`config.mk`:
```
export PLATFORM = sky130hd
export DESIGN_NAME = banked_irq_ctrl
export DESIGN_NICKNAME = d
export VERILOG_FILES = /design/src/rtl/banked_irq_pkg.sv /design/src/rtl/irq_datapath.sv /design/src/rtl/irq_control.sv /design/src/rtl/banked_irq_ctrl.sv
export SDC_FILE = /design/constraint.sdc
export NUM_CORES = 1
export LEC_CHECK = 0
export ABC_AREA = 1
export ABC_CLOCK_PERIOD_IN_PS = 13700
export CAP_MARGIN = 30
export CORE_AREA = 2 2 214 216
export CTS_CLUSTER_DIAMETER = 30
export DETAILED_ROUTE_END_ITERATION = 8
export DIE_AREA = 0 0 216 218
export SYNTH_ARGS = -nofsm -noshare
export SYNTH_HDL_FRONTEND = slang
export SYNTH_SLANG_ARGS = --single-unit
```
`constraint.sdc`:
```
create_clock -name clk -period 13.7 [get_ports clk]
set_input_delay 3.425 -clock clk [delete_from_list [all_inputs] [get_ports clk]]
set_output_delay 3.425 -clock clk [all_outputs]
set_load 0.01 [all_outputs]
```
`src/rtl/banked_irq_pkg.sv`:
```
package banked_irq_pkg;

  typedef struct packed {
    logic softRst;  // restore masks, drop force bits, release decision
    logic eoi;      // end-of-interrupt accepted this cycle
  } ctrlStrobe_t;

  localparam int OFF_REVISION = 'h00;
  localparam int OFF_SYSCFG   = 'h10;
  localparam int OFF_STATUS   = 'h14;
  localparam int OFF_SORTED   = 'h40;
  localparam int OFF_CONTROL  = 'h48;
  localparam int OFF_THRESH   = 'h68;
  localparam int BANK_BASE    = 'h88;
  localparam int BANK_STRIDE  = 'h20;

  // register slots inside one bank
  localparam int SLOT_MASK_CLR = 0;
  localparam int SLOT_MASK_SET = 4;
  localparam int SLOT_FORCE_SET = 8;
  localparam int SLOT_FORCE_CLR = 12;

endpackage

```
`src/rtl/irq_datapath.sv`:
```
module irq_datapath
  import banked_irq_pkg::*;
#(
  parameter int NUM_LINES = 128,
  parameter int BANK_W    = 32,
  parameter int ADDR_W    = 8,
  parameter int DATA_W    = 32,
  parameter int ID_W      = $clog2(NUM_LINES),
  parameter logic [31:0] REVISION = 32'h0000_0021
) (
  input  logic                 clk,
  input  logic                 rstN,
  input  logic [NUM_LINES-1:0] irqIn,
  input  logic                 busSel,
  input  logic                 busWrite,
  input  logic [ADDR_W-1:0]    busAddr,
  input  logic [DATA_W-1:0]    busWdata,
  input  ctrlStrobe_t          strobe,
  input  logic                 held,
  input  logic [ID_W-1:0]      heldId,
  input  logic                 busy,
  output logic [DATA_W-1:0]    busRdata,
  output logic                 pendAny,
  output logic [ID_W-1:0]      winnerId
);

  localparam int NUM_BANKS = NUM_LINES / BANK_W;
  localparam logic [DATA_W-1:0] SPURIOUS = {{(DATA_W-ID_W){1'b1}}, {ID_W{1'b0}}};

  logic [NUM_LINES-1:0] maskBits;
  logic [NUM_LINES-1:0] swBits;
  logic [NUM_LINES-1:0] pending;
  logic [NUM_BANKS-1:0] hitMClr, hitMSet, hitSSet, hitSClr;
  logic                 wrEn;

  assign wrEn    = busSel && busWrite;
  assign pending = (irqIn | swBits) & ~maskBits;
  assign pendAny = |pending;

  // per-bank address decode for the four write-one registers
  for (genvar b = 0; b < NUM_BANKS; b++) begin : gDecode
    localparam int BASE = BANK_BASE + b * BANK_STRIDE;
    assign hitMClr[b] = wrEn && (busAddr == ADDR_W'(BASE + SLOT_MASK_CLR));
    assign hitMSet[b] = wrEn && (busAddr == ADDR_W'(BASE + SLOT_MASK_SET));
    assign hitSSet[b] = wrEn && (busAddr == ADDR_W'(BASE + SLOT_FORCE_SET));
    assign hitSClr[b] = wrEn && (busAddr == ADDR_W'(BASE + SLOT_FORCE_CLR));
  end

  always_ff @(posedge clk or negedge rstN) begin
    if (!rstN) begin
      maskBits <= '1;
      swBits   <= '0;
    end else if (strobe.softRst) begin
      maskBits <= '1;
      swBits   <= '0;
    end else begin
      for (int b = 0; b < NUM_BANKS; b++) begin
        if (hitMClr[b]) maskBits[b*BANK_W +: BANK_W] <= maskBits[b*BANK_W +: BANK_W] & ~busWdata[BANK_W-1:0];
        if (hitMSet[b]) maskBits[b*BANK_W +: BANK_W] <= maskBits[b*BANK_W +: BANK_W] | busWdata[BANK_W-1:0];
        if (hitSSet[b]) swBits[b*BANK_W +: BANK_W]   <= swBits[b*BANK_W +: BANK_W] | busWdata[BANK_W-1:0];
        if (hitSClr[b]) swBits[b*BANK_W +: BANK_W]   <= swBits[b*BANK_W +: BANK_W] & ~busWdata[BANK_W-1:0];
      end
    end
  end

  // lowest index wins: scan downward so the last hit is the smallest
  always_comb begin
    winnerId = '0;
    for (int i = NUM_LINES - 1; i >= 0; i--) begin
      if (pending[i]) winnerId = ID_W'(i);
    end
  end

  always_comb begin
    busRdata = '0;
    if (busAddr == ADDR_W'(OFF_REVISION)) begin
      busRdata = REVISION;
    end else if (busAddr == ADDR_W'(OFF_STATUS)) begin
      busRdata = DATA_W'(!busy);
    end else if (busAddr == ADDR_W'(OFF_SORTED)) begin
      busRdata = (held && pending[heldId]) ? DATA_W'(heldId) : SPURIOUS;
    end else if (busAddr == ADDR_W'(OFF_THRESH)) begin
      busRdata = DATA_W'(8'hFF);
    end else begin
      for (int b = 0; b < NUM_BANKS; b++) begin
        if (busAddr == ADDR_W'(BANK_BASE + b*BANK_STRIDE + SLOT_MASK_CLR) ||
            busAddr == ADDR_W'(BANK_BASE + b*BANK_STRIDE + SLOT_MASK_SET))
          busRdata = DATA_W'(maskBits[b*BANK_W +: BANK_W]);
        if (busAddr == ADDR_W'(BANK_BASE + b*BANK_STRIDE + SLOT_FORCE_SET) ||
            busAddr == ADDR_W'(BANK_BASE + b*BANK_STRIDE + SLOT_FORCE_CLR))
          busRdata = DATA_W'(swBits[b*BANK_W +: BANK_W]);
      end
    end
  end

  logic [NUM_LINES-1:0] belowWinner;
  assign belowWinner = (NUM_LINES'(1) << winnerId) - NUM_LINES'(1);

  AST_WINNER_PENDING: assert property (@(posedge clk) disable iff (!rstN)
    pendAny |-> pending[winnerId]);
  AST_WINNER_LOWEST: assert property (@(posedge clk) disable iff (!rstN)
    pendAny |-> ((pending & belowWinner) == '0));
  AST_SRST_CLEARS: assert property (@(posedge clk) disable iff (!rstN)
    strobe.softRst |=> ((&maskBits) && !(|swBits)));
  AST_EOI_KEEPS_MASKS: assert property (@(posedge clk) disable iff (!rstN)
    (strobe.eoi && !strobe.softRst) |=> ($stable(maskBits) && $stable(swBits)));

endmodule

```
`src/rtl/irq_control.sv`:
```
module irq_control
  import banked_irq_pkg::*;
#(
  parameter int ADDR_W     = 8,
  parameter int ID_W       = 7,
  parameter int RST_CYCLES = 4
) (
  input  logic              clk,
  input  logic              rstN,
  input  logic              busSel,
  input  logic              busWrite,
  input  logic [ADDR_W-1:0] busAddr,
  input  logic [1:0]        ctlWdata,
  input  logic              pendAny,
  input  logic [ID_W-1:0]   winnerId,
  output ctrlStrobe_t       strobe,
  output logic              held,
  output logic [ID_W-1:0]   heldId,
  output logic              busy,
  output logic              irqReq
);

  localparam int CNT_W = $clog2(RST_CYCLES + 1);

  logic             wrEn;
  logic [CNT_W-1:0] rstCnt;

  assign wrEn           = busSel && busWrite;
  assign strobe.softRst = wrEn && (busAddr == ADDR_W'(OFF_SYSCFG)) && ctlWdata[1];
  assign strobe.eoi     = wrEn && (busAddr == ADDR_W'(OFF_CONTROL)) && ctlWdata[0];
  assign busy           = (rstCnt != '0);
  assign irqReq         = held;

  always_ff @(posedge clk or negedge rstN) begin
    if (!rstN) begin
      held   <= 1'b0;
      heldId <= '0;
      rstCnt <= '0;
    end else if (strobe.softRst) begin
      held   <= 1'b0;
      rstCnt <= CNT_W'(RST_CYCLES);
    end else begin
      if (busy) rstCnt <= rstCnt - 1'b1;
      if (held) begin
        if (strobe.eoi) held <= 1'b0;
      end else if (pendAny && !busy) begin
        held   <= 1'b1;
        heldId <= winnerId;
      end
    end
  end

  AST_HOLD_FROZEN: assert property (@(posedge clk) disable iff (!rstN)
    (held && !strobe.eoi && !strobe.softRst) |=> (held && $stable(heldId)));
  AST_EOI_RELEASES: assert property (@(posedge clk) disable iff (!rstN)
    (held && strobe.eoi && !strobe.softRst) |=> !held);
  AST_SRST_BUSY: assert property (@(posedge clk) disable iff (!rstN)
    strobe.softRst |=> (busy && !held));
  AST_NO_CAPTURE_BUSY: assert property (@(posedge clk) disable iff (!rstN)
    (busy && !held) |=> !held);

endmodule

```
`src/rtl/banked_irq_ctrl.sv`:
```
module banked_irq_ctrl
  import banked_irq_pkg::*;
#(
  parameter int NUM_LINES  = 128,
  parameter int BANK_W     = 32,
  parameter int ADDR_W     = 8,
  parameter int RST_CYCLES = 4,
  parameter logic [31:0] REVISION = 32'h0000_0021
) (
  input  logic                 clk,
  input  logic                 rstN,
  input  logic [NUM_LINES-1:0] irqIn,
  input  logic                 busSel,
  input  logic                 busWrite,
  input  logic [ADDR_W-1:0]    busAddr,
  input  logic [31:0]          busWdata,
  output logic [31:0]          busRdata,
  output logic                 irqReq
);

  localparam int ID_W = $clog2(NUM_LINES);

  ctrlStrobe_t     strobe;
  logic            held;
  logic [ID_W-1:0] heldId;
  logic            busy;
  logic            pendAny;
  logic [ID_W-1:0] winnerId;

  irq_control #(
    .ADDR_W(ADDR_W), .ID_W(ID_W), .RST_CYCLES(RST_CYCLES)
  ) u_control (
    .clk(clk), .rstN(rstN), .busSel(busSel), .busWrite(busWrite),
    .busAddr(busAddr), .ctlWdata(busWdata[1:0]), .pendAny(pendAny),
    .winnerId(winnerId), .strobe(strobe), .held(held), .heldId(heldId),
    .busy(busy), .irqReq(irqReq)
  );

  irq_datapath #(
    .NUM_LINES(NUM_LINES), .BANK_W(BANK_W), .ADDR_W(ADDR_W), .DATA_W(32),
    .ID_W(ID_W), .REVISION(REVISION)
  ) u_datapath (
    .clk(clk), .rstN(rstN), .irqIn(irqIn), .busSel(busSel),
    .busWrite(busWrite), .busAddr(busAddr), .busWdata(busWdata),
    .strobe(strobe), .held(held), .heldId(heldId), .busy(busy),
    .busRdata(busRdata), .pendAny(pendAny), .winnerId(winnerId)
  );

endmodule

```
==> summary.md <==
| Metric | Value |
|---|---|
| Fin crit period | `11.09 ns` |
| Synth Area in XOR/XNOR | `0.0492%` |
| Leakage | `9.78 nW` |
| Clock Sinks | `267` |
| Post-DRT Antenna Nets | `0` |
| Relative slew slack | `26.6%` |
| Number of buffers created by CTS | `81` |
| Hold path endpoint | `u_datapath.maskBits[71]$_DFFE_PN1P_` |
| Final std cells w/o fill | `3148` |
| Die area | `0.0471 sq mm` |
| HP Start | `u_datapath.maskBits[71]$_DFFE_PN1P_` |
| Hold Path Class | `flop to flop` |
| Worst setup SP type | `input port` |
| Post-synth design cell area | `0.0178 sq mm` |
| Max-cap viol count | `0` |
| WP data arrival | `7.66 ns` |
| Routability cong. | `0.906` |
| Max-slew violation count | `0` |
| PwrDens | `150 mW/mm^2` |
| Final WL | `75500 um` |
| Row count | `78` |
| Final Power | `3.47 mW` |
| CP Capture Type | `primary output` |
| HPWL after DPL | `49600 um` |
| Overall Global Routing Usage | `31.7%` |
| Hold_buf cts | `0` |
| RR Endpoint | `u_control.heldId[0]$_DFFE_PN0P_` |
| Inst Count DP | `2994` |
| CTS clk-pin slew, worst paths | `0.04 ns` |
| Area occupied by registers | `0.00684 sq mm` |
| Hold path depth | `2` |
| Most frequent cells in the layout | `nand2_1, nor2_1, o21ai_0, a21oi_1, clkdlybuf4s50_1` |
| 1st-pass router iterations | `6` |
| Setup TNS | `0 ns` |
| Die Width | `216 um` |
| Worst slew pin tran | `1.10 ns` |
| # diodes | `0` |
| Max Buffers Root-to-Sink | `3` |
| Vias/cell | `5.85` |
| Final Setup Violations | `0` |
| NumNets Final | `2653` |
| Vias | `18400` |
| Layout Utilization | `51.6%` |
| Cells after synthesis | `2323` |
| Wirelength per Cell | `24.0 um` |
| Largest net degree at the start of global routing | `90` |
| Ports | `205` |
| Top_reg_cell synth | `dfrtp_1` |
| Synth Net Count | `2497` |
| Synth cell types | `43` |
| CP Class | `input port to primary output` |
| Area Overhead vs Synth | `30.3%` |
| Synth Area in Compound Gates | `33.3%` |
| Largest family of logic cells by synthesized area | `compound AO/OA/AOI/OAI gates` |
| WP data required | `10.27 ns` |
| Max frequency | `0.0902 GHz` |
| I/O Buffers | `204` |
| Warnings, synthesis | `0` |
| RSZ-0062 raised after global routing | `false` |
| CTS tree | `done` |
| Post-synth EDFFs | `0` |
| Most common cell after layout, fill and taps aside | `nand2_1` |
| First-pass GRT wire length | `113000 um` |
| Multi-input logic area | `0.00916 sq mm` |
| Worst-path fanout max | `25` |
| Vias in the first global route | `18000` |
| Worst R2R Start | `u_datapath.swBits[127]$_DFFE_PN0P_` |
| Worst-Skew Late Latency | `0.61 ns` |
| Total gr overflow | `0` |
| Reg2reg setup slack | `5.79 ns` |
| Fillers | `4317` |
| Initial core utilization | `39.6%` |
| Final hold viol count | `0` |
| Simple-gate share of the synthesized area | `17.6%` |
| Layout cell share with drive strength beyond 1 | `17.0%` |
| Status | `completed` |
| Async SR Flop Fraction | `100%` |
| VDD IR max | `0.0960 mV` |
| Initial drt markers | `2067` |
| Worst r2r path cells | `130` |
| Clk Tree Root Cell | `clkbuf_16` |
| Adder-cell share of the synthesized area | `0.141%` |
| Initial antenna violation count | `2` |
| CORE AREA | `0.0449 sq mm` |
| Post-CTS setup buffers | `0` |
| Post-synthesis register bit count | `267` |
| Resized cells post-CTS | `0` |
| Fin crit share | `80.9%` |
| H-tree level count | `3` |
| Post-synthesis sequential area ratio | `38.5%` |
| Clock skew | `0.0188 ns` |
| Syn Area/Cell | `7.66 sq um` |
| Mux cell area share after synthesis | `0.113%` |
| DRC viols | `0` |
| DIE HEIGHT | `218 um` |
## sequential cells by signal, indices dropped and copies added (netlist names)
signal,count
u_datapath.maskBits,128
u_datapath.swBits,128
u_control.held,1
u_control.heldId,7
u_control.rstCnt,3
## power by group
part           internal [mW]  switching [mW]  total, mW
registers              0.863          0.0491      0.912
logic                  0.235           0.397      0.632
clock network           1.37           0.557       1.92
## critical path, cell delays in order
cell and delay (ns):
clkdlybuf4s50_1 0.47, nor2_1 0.05, nor2_1 0.26, bufinv_8 0.24
o21ai_0 0.13, a21oi_1 0.06, o311ai_1 0.36, o311ai_0 0.34
o211ai_1 0.18, nand3_1 0.09, nand2_1 0.11, nand3_1 0.44
inv_2 0.82, nor2_1 0.13, clkdlybuf4s50_1 0.52
## synth_stat cells (all sizes together), types with 33 or more instances
master,count,area [sq um]
a21oi,204,1020
o21ai,302,1820
nand2,355,1340
bufinv,34,596
nand3,33,165
nor2,345,1320
o211ai,163,1220
dfstp,128,3360
a211oi,136,1020
clkbuf,160,611
dfrtp,139,3480
inv,160,601
## metal layers
| metal | vias to the layer above | wire [um] | global-route usage (%) |
|---|---|---|---|
| li1 | 8446 | - | - |
| met1 | 8823 | 32200 | 42.9 |
| met2 | 976 | 33600 | 49.1 |
| met3 | 167 | 6970 | 6.67 |
| met4 | 0 | 2740 | 13.6 |
| met5 | - | 0 | 0 |
## final cells by class
| class | count | share of cell area [%] |
|---|---|---|
| Inverter | 196 | 5.19 |
| Clock buffer | 116 | 9.97 |
| Multi-Input combinational cell | 1690 | 39.5 |
| Timing Repair Buffer | 243 | 10.4 |
| Tap cell | 600 | 3.24 |
| Sequential cell | 267 | 29.5 |
| Clock inverter | 36 | 2.19 |
## per-stage QoR
stage / area (sq um) / worst slack, ns / hold WS (ns)
2_1_floorplan: 17800 / 4.47 / 0.470
3_3_place_gp: 20300 / 2.36 / 0.496
3_5_place_dp: 20300 / 2.46 / 0.508
4_1_cts: 23100 / 2.55 / 0.513
5_1_grt: 23200 / 1.71 / 0.531
6_report: 23200 / 2.61 / 0.516
## worst max path at each step
stage,from,to,cells past startpoint,slack [ns]
final,irqIn[89],busRdata[8],15,2.61
after floorplan,irqIn[127],u_control.heldId[0]$_DFFE_PN0P_,130,4.47
after global placement,irqIn[127],u_control.heldId[0]$_DFFE_PN0P_,131,2.36
after CTS,irqIn[89],busRdata[15],15,2.55
after global routing,irqIn[127],u_control.heldId[0]$_DFFE_PN0P_,131,1.71
after detailed placement,irqIn[127],u_control.heldId[0]$_DFFE_PN0P_,131,2.46
## logic make-up (layout without fill, tap and decap cells)
| logic type | count (synthesis) | in the layout |
|---|---|---|
| AO/OA/AOI/OAI | 899 | 899 |
| AND/OR/NAND/NOR | 786 | 786 |
| buffers and inverters | 366 | 591 |
| flip-flops | 267 | 267 |
| adder cells (fa/ha/maj) | 2 | 2 |
| multiplexers | 2 | 2 |
| XOR/XNOR | 1 | 1 |
Note: power is estimated with default switching activity, not from simulation.
